## config.mk

```make
export PLATFORM = sky130hd
export DESIGN_NAME = capture_sequencer
export DESIGN_NICKNAME = d
export VERILOG_FILES = /design/src/rtl/capture_sequencer.sv
export SDC_FILE = /design/constraint.sdc
export NUM_CORES = 1
export LEC_CHECK = 0
export BUFFER_PORTS_ARGS = -buffer_cell sky130_fd_sc_hd__buf_2
export CORE_ASPECT_RATIO = 1.25
export CORE_UTILIZATION = 45
export DETAILED_ROUTE_END_ITERATION = 16
export PLACE_DENSITY = 0.74
export SETUP_SLACK_MARGIN = 0.05
export SLEW_MARGIN = 20
export SYNTH_ARGS = -nofsm -noshare
export SYNTH_HDL_FRONTEND = slang
export SYNTH_SLANG_ARGS = --single-unit
```

## constraint.sdc

```tcl
create_clock -name clk -period 2.5 [get_ports clk]
set_clock_uncertainty 0.05 [all_clocks]
set_input_delay 0 -clock clk [delete_from_list [all_inputs] [get_ports clk]]
set_output_delay 0 -clock clk [all_outputs]
set_load 0.03 [all_outputs]
```

## src/rtl/capture_sequencer.sv

```systemverilog
module capture_sequencer #(
  parameter int DEPTH  = 16,
  parameter int DATA_W = 8,
  parameter int TS_W   = 16,
  localparam int AW    = (DEPTH > 1) ? $clog2(DEPTH) : 1
) (
  input  logic                   clk,
  input  logic                   rst_n,
  input  logic                   arm,
  input  logic                   mode_trig,
  input  logic                   qual_en,
  input  logic                   trig_en,
  input  logic                   trig_hit,
  input  logic                   qual_hit,
  input  logic [DATA_W-1:0]      sample_in,
  output logic                   wr_en,
  output logic [AW-1:0]          wr_addr,
  output logic [TS_W+DATA_W-1:0] wr_data,
  output logic                   done,
  output logic                   waiting,
  output logic                   capturing,
  output logic                   cfg_err
);
  localparam logic [AW-1:0] LAST = AW'(DEPTH - 1);

  typedef enum logic [1:0] {S_IDLE, S_WAIT, S_CAP, S_DONE} st_t;

  st_t             st;
  logic            qual_q;
  logic            err_q;
  logic [AW-1:0]   addr_q;
  logic [TS_W-1:0] ts_q;

  wire can_arm  = (st == S_IDLE) || (st == S_DONE);
  wire bad_cfg  = mode_trig && !trig_en;
  wire trig_now = (st == S_WAIT) && trig_hit;
  wire live     = (st == S_CAP) || trig_now;
  wire pass     = !qual_q || qual_hit;
  wire last     = wr_en && (addr_q == LAST);

  assign wr_en     = live && pass;
  assign wr_addr   = addr_q;
  assign wr_data   = {ts_q, sample_in};
  assign done      = (st == S_DONE);
  assign waiting   = (st == S_WAIT);
  assign capturing = (st == S_CAP);
  assign cfg_err   = err_q;

  always_ff @(posedge clk) begin
    if (!rst_n) begin
      st     <= S_IDLE;
      qual_q <= 1'b0;
      err_q  <= 1'b0;
      addr_q <= '0;
      ts_q   <= '0;
    end else if (can_arm && arm) begin
      err_q <= bad_cfg;
      if (bad_cfg) begin
        st <= S_IDLE;
      end else begin
        qual_q <= qual_en;
        addr_q <= '0;
        ts_q   <= '0;
        st     <= mode_trig ? S_WAIT : S_CAP;
      end
    end else begin
      if (live)  ts_q   <= ts_q + 1'b1;
      if (wr_en) addr_q <= last ? '0 : addr_q + 1'b1;
      if (last)          st <= S_DONE;
      else if (trig_now) st <= S_CAP;
    end
  end
endmodule


```

# Word-level counts from Yosys, hierarchy flattened

Index checks and enable logic that the tools add are counted.
W data, S select, Z words.

Bits in registers: 24
Input port bits: 16
Logic and storage cells: 42

$add $sub $neg: 2
Equality and inequality tests: 5
Mux-type cells: 12
Bitwise gates (word level): 1
Reduce and logical (&&, ||, !) cells: 17

Operators by type and width:

| operator                | number |
|---|---|
| $mux W16                | 3 |
| $add A16 B1 Y16 const B | 1 |
| $mux W4                 | 4 |
| $mux W2                 | 5 |
| $reduce_and A2 Y1       | 3 |
| $logic_and A1 B1 Y1     | 5 |
| $add A4 B1 Y4 const B   | 1 |
| $eq A2 B2 Y1 const B    | 2 |
| $eq A4 B4 Y1 const B    | 1 |
| $reduce_bool A2 Y1      | 2 |
| $logic_or A1 B1 Y1      | 3 |
| $reduce_bool A3 Y1      | 1 |
| $eq A2 B1 Y1 const B    | 1 |
| $logic_not A1 Y1        | 2 |
| $logic_not A2 Y1        | 1 |
| $ne A2 B2 Y1 const B    | 1 |
| $not A1 Y1              | 1 |

# Logic depth before layout (Yosys ltp)

Gate-level depths: netlist of run 1.

Word-level depth: 8
Mapped depth: 7
Gate-level depth less buffers: 6

# Worst setup path before layout of run 1

No wires, ideal clock.

Path type: register to register
Start point: reg st[0]
End point: reg ts_q[5]
Setup time: 0.071 ns
Arrival: 1.805 ns
Data required time: 2.379 ns
Path slack: 0.574 ns
Stages on the path, launching flop included: 6
Path buffers: 0
Cells stage by stage: dfxtp_1 ha_1 a21oi_2 mux2_4 or4_1 a21oi_1

Longest elaborated chain between the ends: 5
Elaborated cells on any way between the ends: 12
Classes of those cells: eq/ne (4); mux (1); reduce/logical (7)

Ends and longest elaborated chain:

| what                                | line | source |
|---|---|---|
| from (decl)                         | 28   | `st_t st;` |
| from (signal assigned)              | 64   | `st <= mode_trig ? S_WAIT : S_CAP;` |
| $eq A2 B1 Y1                        | n/a  |  |
| via waiting                         | 20   | `output logic waiting,` |
| $logic_and A1 B1 Y1                 | 36   | `wire trig_now = (st == S_WAIT) && trig_hit;` |
| $logic_or A1 B1 Y1                  | 37   | `wire live = (st == S_CAP) \|\| trig_now;` |
| $reduce_bool A2 Y1 (no source line) | n/a  |  |
| $reduce_and A2 Y1 (no source line)  | n/a  |  |
| to (signal assigned)                | 67   | `if (live) ts_q <= ts_q + 1'b1;` |
| to (decl)                           | 32   | `logic [TS_W-1:0] ts_q;` |

The timed path passes the listed nets, and every way through them passes these cells.
A chain may end at the register's enable or synchronous reset.

# Worst setup path in the final report of run 1

Start point: reg st[1]
End point: reg st[1]

Longest elaborated chain between the ends: 7
Elaborated cells on any way between the ends: 13
Classes of those cells: eq/ne (3); mux (2); reduce/logical (8)

Ends and longest elaborated chain:

| what                | line | source |
|---|---|---|
| $eq A2 B1 Y1        | 36   |  |
| $logic_and A1 B1 Y1 | 36   |  |
| $logic_or A1 B1 Y1  | 37   |  |
| $logic_and A1 B1 Y1 | 41   | `assign wr_en = live && pass;` |
| $logic_and A1 B1 Y1 | 39   | `wire last = wr_en && (addr_q == LAST);` |
| $mux W2             | 69   | `if (last) st <= S_DONE;` |
| $mux W2             | 56   | `end else if (can_arm && arm) begin` |

Several ways; a longest one is shown, not always the timed one.

==> out/qor.yml, run 1 <==
synth.largest_area_cell: "dfxtp_1"
syn_area_per_cell_um2: 8.34
filler_cell_count: 262
drive_gt1_share_pct: 21.3
async_flop_share_pct: 0
netlist_area_mm2: 0.00132
grt_first_pass_wirelength_mm: 5.31
cap_violations: 0
num_antenna_cells: 0
cts-buffers-inserted: 3
drt_wl_total_mm: 3.05
clkTransAtPathRegs_ns: 0.14
p_sw_share_pct: 32.2
p_clk_share_pct: 29.4
nets: 219
r2r_cells: 7
rsz0062_at_grt: "no"
p_int_w: 0.000652
timing.final.crit_share_pct: 91.2
worst_slew_pin_slew_ns: 0.593
postPlaceCellArea_mm2: 0.00145
grt_usage_pct: 21.0
setup_violations: 0
die_area_mm2: 0.00315
tns_ns: 0
worstHoldPathType: "primary input to register"
yosys_warnings: 0
routabilityCongestion: 0.798
syn-num-nets: 179
row_count: 21
placed_cells: 213
die_w_um: 50.4
synth_most_common_cell: "dfxtp_1"
htree_levels: 1
hold_depth: 4
pwr-share-seq_pct: 43.2
core_area_mm2: 0.00273
start_kind: "register"
cts-root-buf: "clkbuf_4"
worstPathRequired_ns: 2.73
power_w: 0.000963
synthFlopType: "dfxtp_1"
pwr-share-comb_pct: 27.5
first_iter_violations: 47
powerDensity_mw_per_mm2: 586
fin_area_mm2: 0.00164
cts_sinks: 24
grt_pass1_vias: 1243
hold_viol: 0
ir_drop_mv: 0.355
maxSlewViolCount: 0
max_freq_ghz: 0.439
yosysTopAreaCellShare_pct: 36.5
post-dp-hpwl_mm: 2.18
period_needed_ns: 2.28
wl_per_cell_um: 13.2
synth_edf_count: 0
clock_latency_ns: 0.32
criticalPathCategory: "register to register"
cts_tree: "done"
drc_errors: 0
drtAntennaViolNets: 0
dr.pass1.iters: 4
critPathArrivalTime_ns: 2.51
crit_fanout: 9
cp-end-kind: "register"
synthTopCellsByCount: "24 x dfxtp_1, 18 x nand2_1, 17 x a21oi_1"
leakagePower_nw: 0.700
p_switching_w: 0.000310
ios: 49
viasPerCell: 5.65
grt_remaining_overflow: 0
cts-resized-gates: 0
vias: 1305
fin_cells: 231
grt_max_degree: 19
synthCells: 158
synthToLayoutAreaGrowth_pct: 24.7
io_buffer_count: 32
multi_input_area_um2: 741
yosysUniqueCellTypes: 35
slew_headroom_pct: 60.1
initial_core_util_pct: 48.2
ys_seq_elements: 24
seqCellArea_um2: 480
die_y_um: 62.5
clockBufferDepth: 2
outcome: "complete, no violations"
synth_top_cells_by_area: "dfxtp_1 36%, a21oi_1 6.5%, nand2_1 5.1%"
antenna_found_initial: 0
seq_area_frac_synth_pct: 36.5
## per-layer routing
layer  vias up  GRT usage, %  routed length [um]
met5         -             0                   0
met4         0          7.29                  42
met3         5          2.92                  96
met2        32          38.2                1590
met1       611          24.4                1320
li1        657             -                   -
## power by group through the flow
stage / logic [W] / clock network [W] / registers, W
6_report: 0.000264 / 0.000283 / 0.000416
3_3_place_gp: 0.000219 / 0 / 0.000422
2_1_floorplan: 0.000183 / 0 / 0.000438
5_1_grt: 0.000289 / 0.000307 / 0.000419
4_1_cts: 0.000263 / 0.000291 / 0.000415
3_5_place_dp: 0.000227 / 0 / 0.000424
## cell type report
class	instances	area share, %
repair buffers	47	18.7
multi-input cells	117	45.1
inverters	5	1.14
clock buffers	3	1.37
clock inverters	1	1.83
well taps	34	2.59
flip-flops and latches	24	29.2
## stage by stage
step                utilization [%]  setup slack [ns]  hold slack (ns)
floorplan                         -             0.574           0.0479
global placement               53.1             0.487          -0.0498
detailed placement             53.1             0.358          -0.0498
CTS                            60.1             0.277          0.00195
global route                   60.1            0.0584           0.0726
finish                         60.1             0.220           0.0161
## worst paths after layout
kind / start / endpoint / slack [ns]
worst max-delay path: st[1] / st[1] / 0.22
worst min-delay path: trig_hit / st[0] / 0.02
worst max register to register: st[1] / st[1] / 0.22
worst min register to register: ts_q[15] / ts_q[15] / 0.44
## kinds of logic (layout without fill, tap and decap cells)
logic type,Yosys count,in the layout,share of synthesized area (%)
multiplexers,7,7,5.70
AO/OA/AOI/OAI,38,38,18.2
flip-flops,24,24,36.5
adder cells (fa/ha/maj),5,5,4.75
buffers and inverters,17,56,7.31
AND/OR/NAND/NOR,67,67,27.5
## state kept, by name, indices dropped and copies added, names as in the netlist
register  cells
qual_q        1
ts_q         16
cfg_err       1
wr_addr       4
st            2
## cell usage in the layout (no fill, tap or decap), drive strengths merged, types with 3 or more instances in the layout
cell         instances
dfxtp               24
or4                  7
buf                 33
mux2i                6
clkbuf               3
nor3                 7
nor2                 6
inv                  5
dlygate4sd3         14
o31ai                8
ha                   5
nand3                8
and2                 3
nand2b               7
a21oi               18
nand2               18
o21ai                4
## worst max-delay path: stages, from the launching register on
cell and delay [ns]:
dfxtp_1 0.38, inv_1 0.07, ha_1 0.20, a21oi_2 0.13, o31ai_1 0.48, nor3b_1 0.10
a211oi_1 0.25, dlygate4sd3_1 0.58
## timing repair
item                       in CTS  in global routing
setup endpoints to repair       0                  0
hold buffers                   14                  0
buffers inserted                0                  0
hold endpoints to repair       17                  0
(Power assumes the default switching activity.)
==> inputs of run 2 (changes only) <==
--- a/config.mk
+++ b/config.mk
@@ -5,11 +5,13 @@
 export SDC_FILE = /design/constraint.sdc
 export NUM_CORES = 1
 export LEC_CHECK = 0
+export ABC_CLOCK_PERIOD_IN_PS = 1850
 export BUFFER_PORTS_ARGS = -buffer_cell sky130_fd_sc_hd__buf_2
 export CORE_ASPECT_RATIO = 1.25
-export CORE_UTILIZATION = 45
+export CORE_MARGIN = 5
+export CORE_UTILIZATION = 44
 export DETAILED_ROUTE_END_ITERATION = 16
-export PLACE_DENSITY = 0.74
+export PLACE_DENSITY = 0.75
 export SETUP_SLACK_MARGIN = 0.05
 export SLEW_MARGIN = 20
 export SYNTH_ARGS = -nofsm -noshare
==> constraint.sdc (replaced) <==
create_clock -name clk -period 1.85 [get_ports clk]
set_clock_uncertainty 0.05 [all_clocks]
set_input_delay 0 -clock clk [delete_from_list [all_inputs] [get_ports clk]]
set_output_delay 0 -clock clk [all_outputs]
set_load 0.03 [all_outputs]
==> out/qor.yml, run 2 (synthesized netlist as in run 1, its figures left out) <==
outcome: "complete, no violations"
cts_sinks: 24
initial_core_util_pct: 45.2
p_int_w: 0.000808
cts_tree: "done"
clockBufferDepth: 2
wl_per_cell_um: 14.8
cts-root-buf: "clkbuf_4"
utilization_pct: 61.1
dr.pass1.iters: 4
start_kind: "register"
timing.final.crit_share_pct: 98.4
r2r_cells: 6
grtUsageMet2_pct: 31.7
pwr-share-seq_pct: 45.0
crit_fanout: 8
nets: 228
postPlaceCellArea_mm2: 0.00153
worstReg2RegStart: "st[0]"
io_buffer_count: 32
final_cell_mix: "32 x buf_2, 22 x dfxtp_1, 17 x nand2_1"
filler_cell_count: 277
die_y_um: 71.2
worstHoldPathType: "primary input to register"
crit_path_cell_trace: "inv_2, ha_4, and2_4, mux2_4, or4_1, a21oi_1"
viasPerCell: 5.61
p_clk_share_pct: 17.3
clock_latency_ns: 0.30
setup_violations: 0
cap_violations: 0
criticalPathCategory: "register to register"
die_area_mm2: 0.00420
grt_max_degree: 14
worst_r2r_endpoint: "ts_q[5]"
drive_gt1_share_pct: 35.1
ir_drop_mv: 0.463
num_antenna_cells: 0
seqCellArea_um2: 483
synthToLayoutAreaGrowth_pct: 35.2
slew_headroom_pct: 72.8
maxSlewViolCount: 0
pwr-share-comb_pct: 37.7
groute.layer.met3.usage_pct: 2.55
die_w_um: 58.9
p_switching_w: 0.000439
ios: 49
htree_levels: 1
rsz0062_at_grt: "yes"
leakagePower_nw: 0.745
first_iter_violations: 22
grt-busiest-layer: "met2"
rrSetupSlack_ns: 0.03
worstHoldStart: "arm"
max_freq_ghz: 0.550
drt_wl_total_mm: 3.56
hold_viol: 0
drtAntennaViolNets: 0
max_stage_delay_ns: 0.41
whs_endpoint: "st[0]"
core_area_mm2: 0.00292
hold_depth: 4
row_count: 22
routabilityCongestion: 0.749
slowest_stage: "or4_1"
vias: 1351
worst_slew_pin_slew_ns: 0.408
layout_commonest_cell: "buf_2"
largest-register: "ts_q"
fin_area_mm2: 0.00178
post-dp-hpwl_mm: 2.52
multi_input_area_um2: 850
grt_remaining_overflow: 0
cp-end-kind: "register"
grt_usage_pct: 17.1
postCtsSetupRepairBufs: 0
clkTransAtPathRegs_ns: 0.12
powerDensity_mw_per_mm2: 700
p_sw_share_pct: 35.2
worstPathRequired_ns: 2.03
period_needed_ns: 1.82
grt_first_pass_wirelength_mm: 5.83
drc_errors: 0
met1_usage_pct: 19.2
cts-buffers-inserted: 3
largest_reg_flops: 16
critPathArrivalTime_ns: 2.00
antenna_found_initial: 0
grt_pass1_vias: 1386
run 2: cell types whose count changed in the layout (fill, tap and decap cells not counted), moves of 2 or more:
| cell | delta |
|---|---|
| a21oi_1 | -6 |
| a21oi_2 | +5 |
| buf_4 | +10 |
| dfxtp_1 | -2 |
| dfxtp_2 | +2 |
| dlygate4sd3_1 | -2 |
| ha_1 | -2 |
| ha_4 | +2 |
| o21ai_0 | -2 |
| o21ai_1 | +2 |
| or4_1 | -4 |
| or4_4 | +4 |
run 2: timing repair:
item / in CTS / in global routing
setup endpoints to repair: 10 / 16
resized for setup: 6 / 17
gates cloned: 1 / 0
hold endpoints to repair: 14 / 0
hold buffers: 12 / 0
pin swaps: 3 / 1
run 2: layer usage:
metal,vias up,part of all wire (%)
met1,631,38
met4,0,1.1
met5,-,0
met3,6,4.9
met2,43,56
li1,671,-
run 2: power groups by stage:
stage	registers (W)	clock network (W)	logic (W)
after detailed placement	0.000569	0	0.000369
after floorplan	0.000593	0	0.000250
after global routing	0.000566	0.000249	0.000508
after global placement	0.000568	0	0.000356
after CTS	0.000560	0.000224	0.000446
final	0.000562	0.000216	0.000470
run 2: area by class of cell:
type | instances | area share [%]
Clock buffer | 3 | 1.26
Inverter | 5 | 1.05
Multi-Input combinational cell | 118 | 47.7
Sequential cell | 24 | 27.1
Tap cell | 36 | 2.53
Timing Repair Buffer | 55 | 20.4
run 2: critical path: cells and delay by family (launching register included):
kind,cells,cell delay (ns)
compound gates,1,0.14
fa+ha+maj,1,0.25
simple gates,2,0.57
flops,1,0.36
buf+inv,1,0.04
mux,1,0.34
run 2: metrics by stage:
step	setup slack [ns]	hold slack [ns]	std cells	setup TNS, ns	power (W)
after floorplan	0.0261	0.0479	158	0	0.000843
after global placement	0.00425	-0.0498	225	0	0.000924
after detailed placement	-0.0766	-0.0498	225	-0.139	0.000938
after CTS	0.0152	0.0495	241	0	0.00123
after global routing	-0.0348	0.0584	241	-0.149	0.00132
final	0.0303	0.0587	241	0	0.00125
run 2: how the worst max path moves through the flow:
| stage | startpoint | to | slack, ns | cells after the start |
|---|---|---|---|---|
| floorplan | st[0] | ts_q[8] | 0.03 | 6 |
| global placement | st[0] | ts_q[8] | 0.004 | 6 |
| detailed placement | st[0] | ts_q[8] | -0.08 | 6 |
| CTS | st[0] | ts_q[8] | 0.02 | 6 |
| global route | st[0] | ts_q[15] | -0.03 | 6 |
| finish | st[0] | ts_q[5] | 0.03 | 6 |
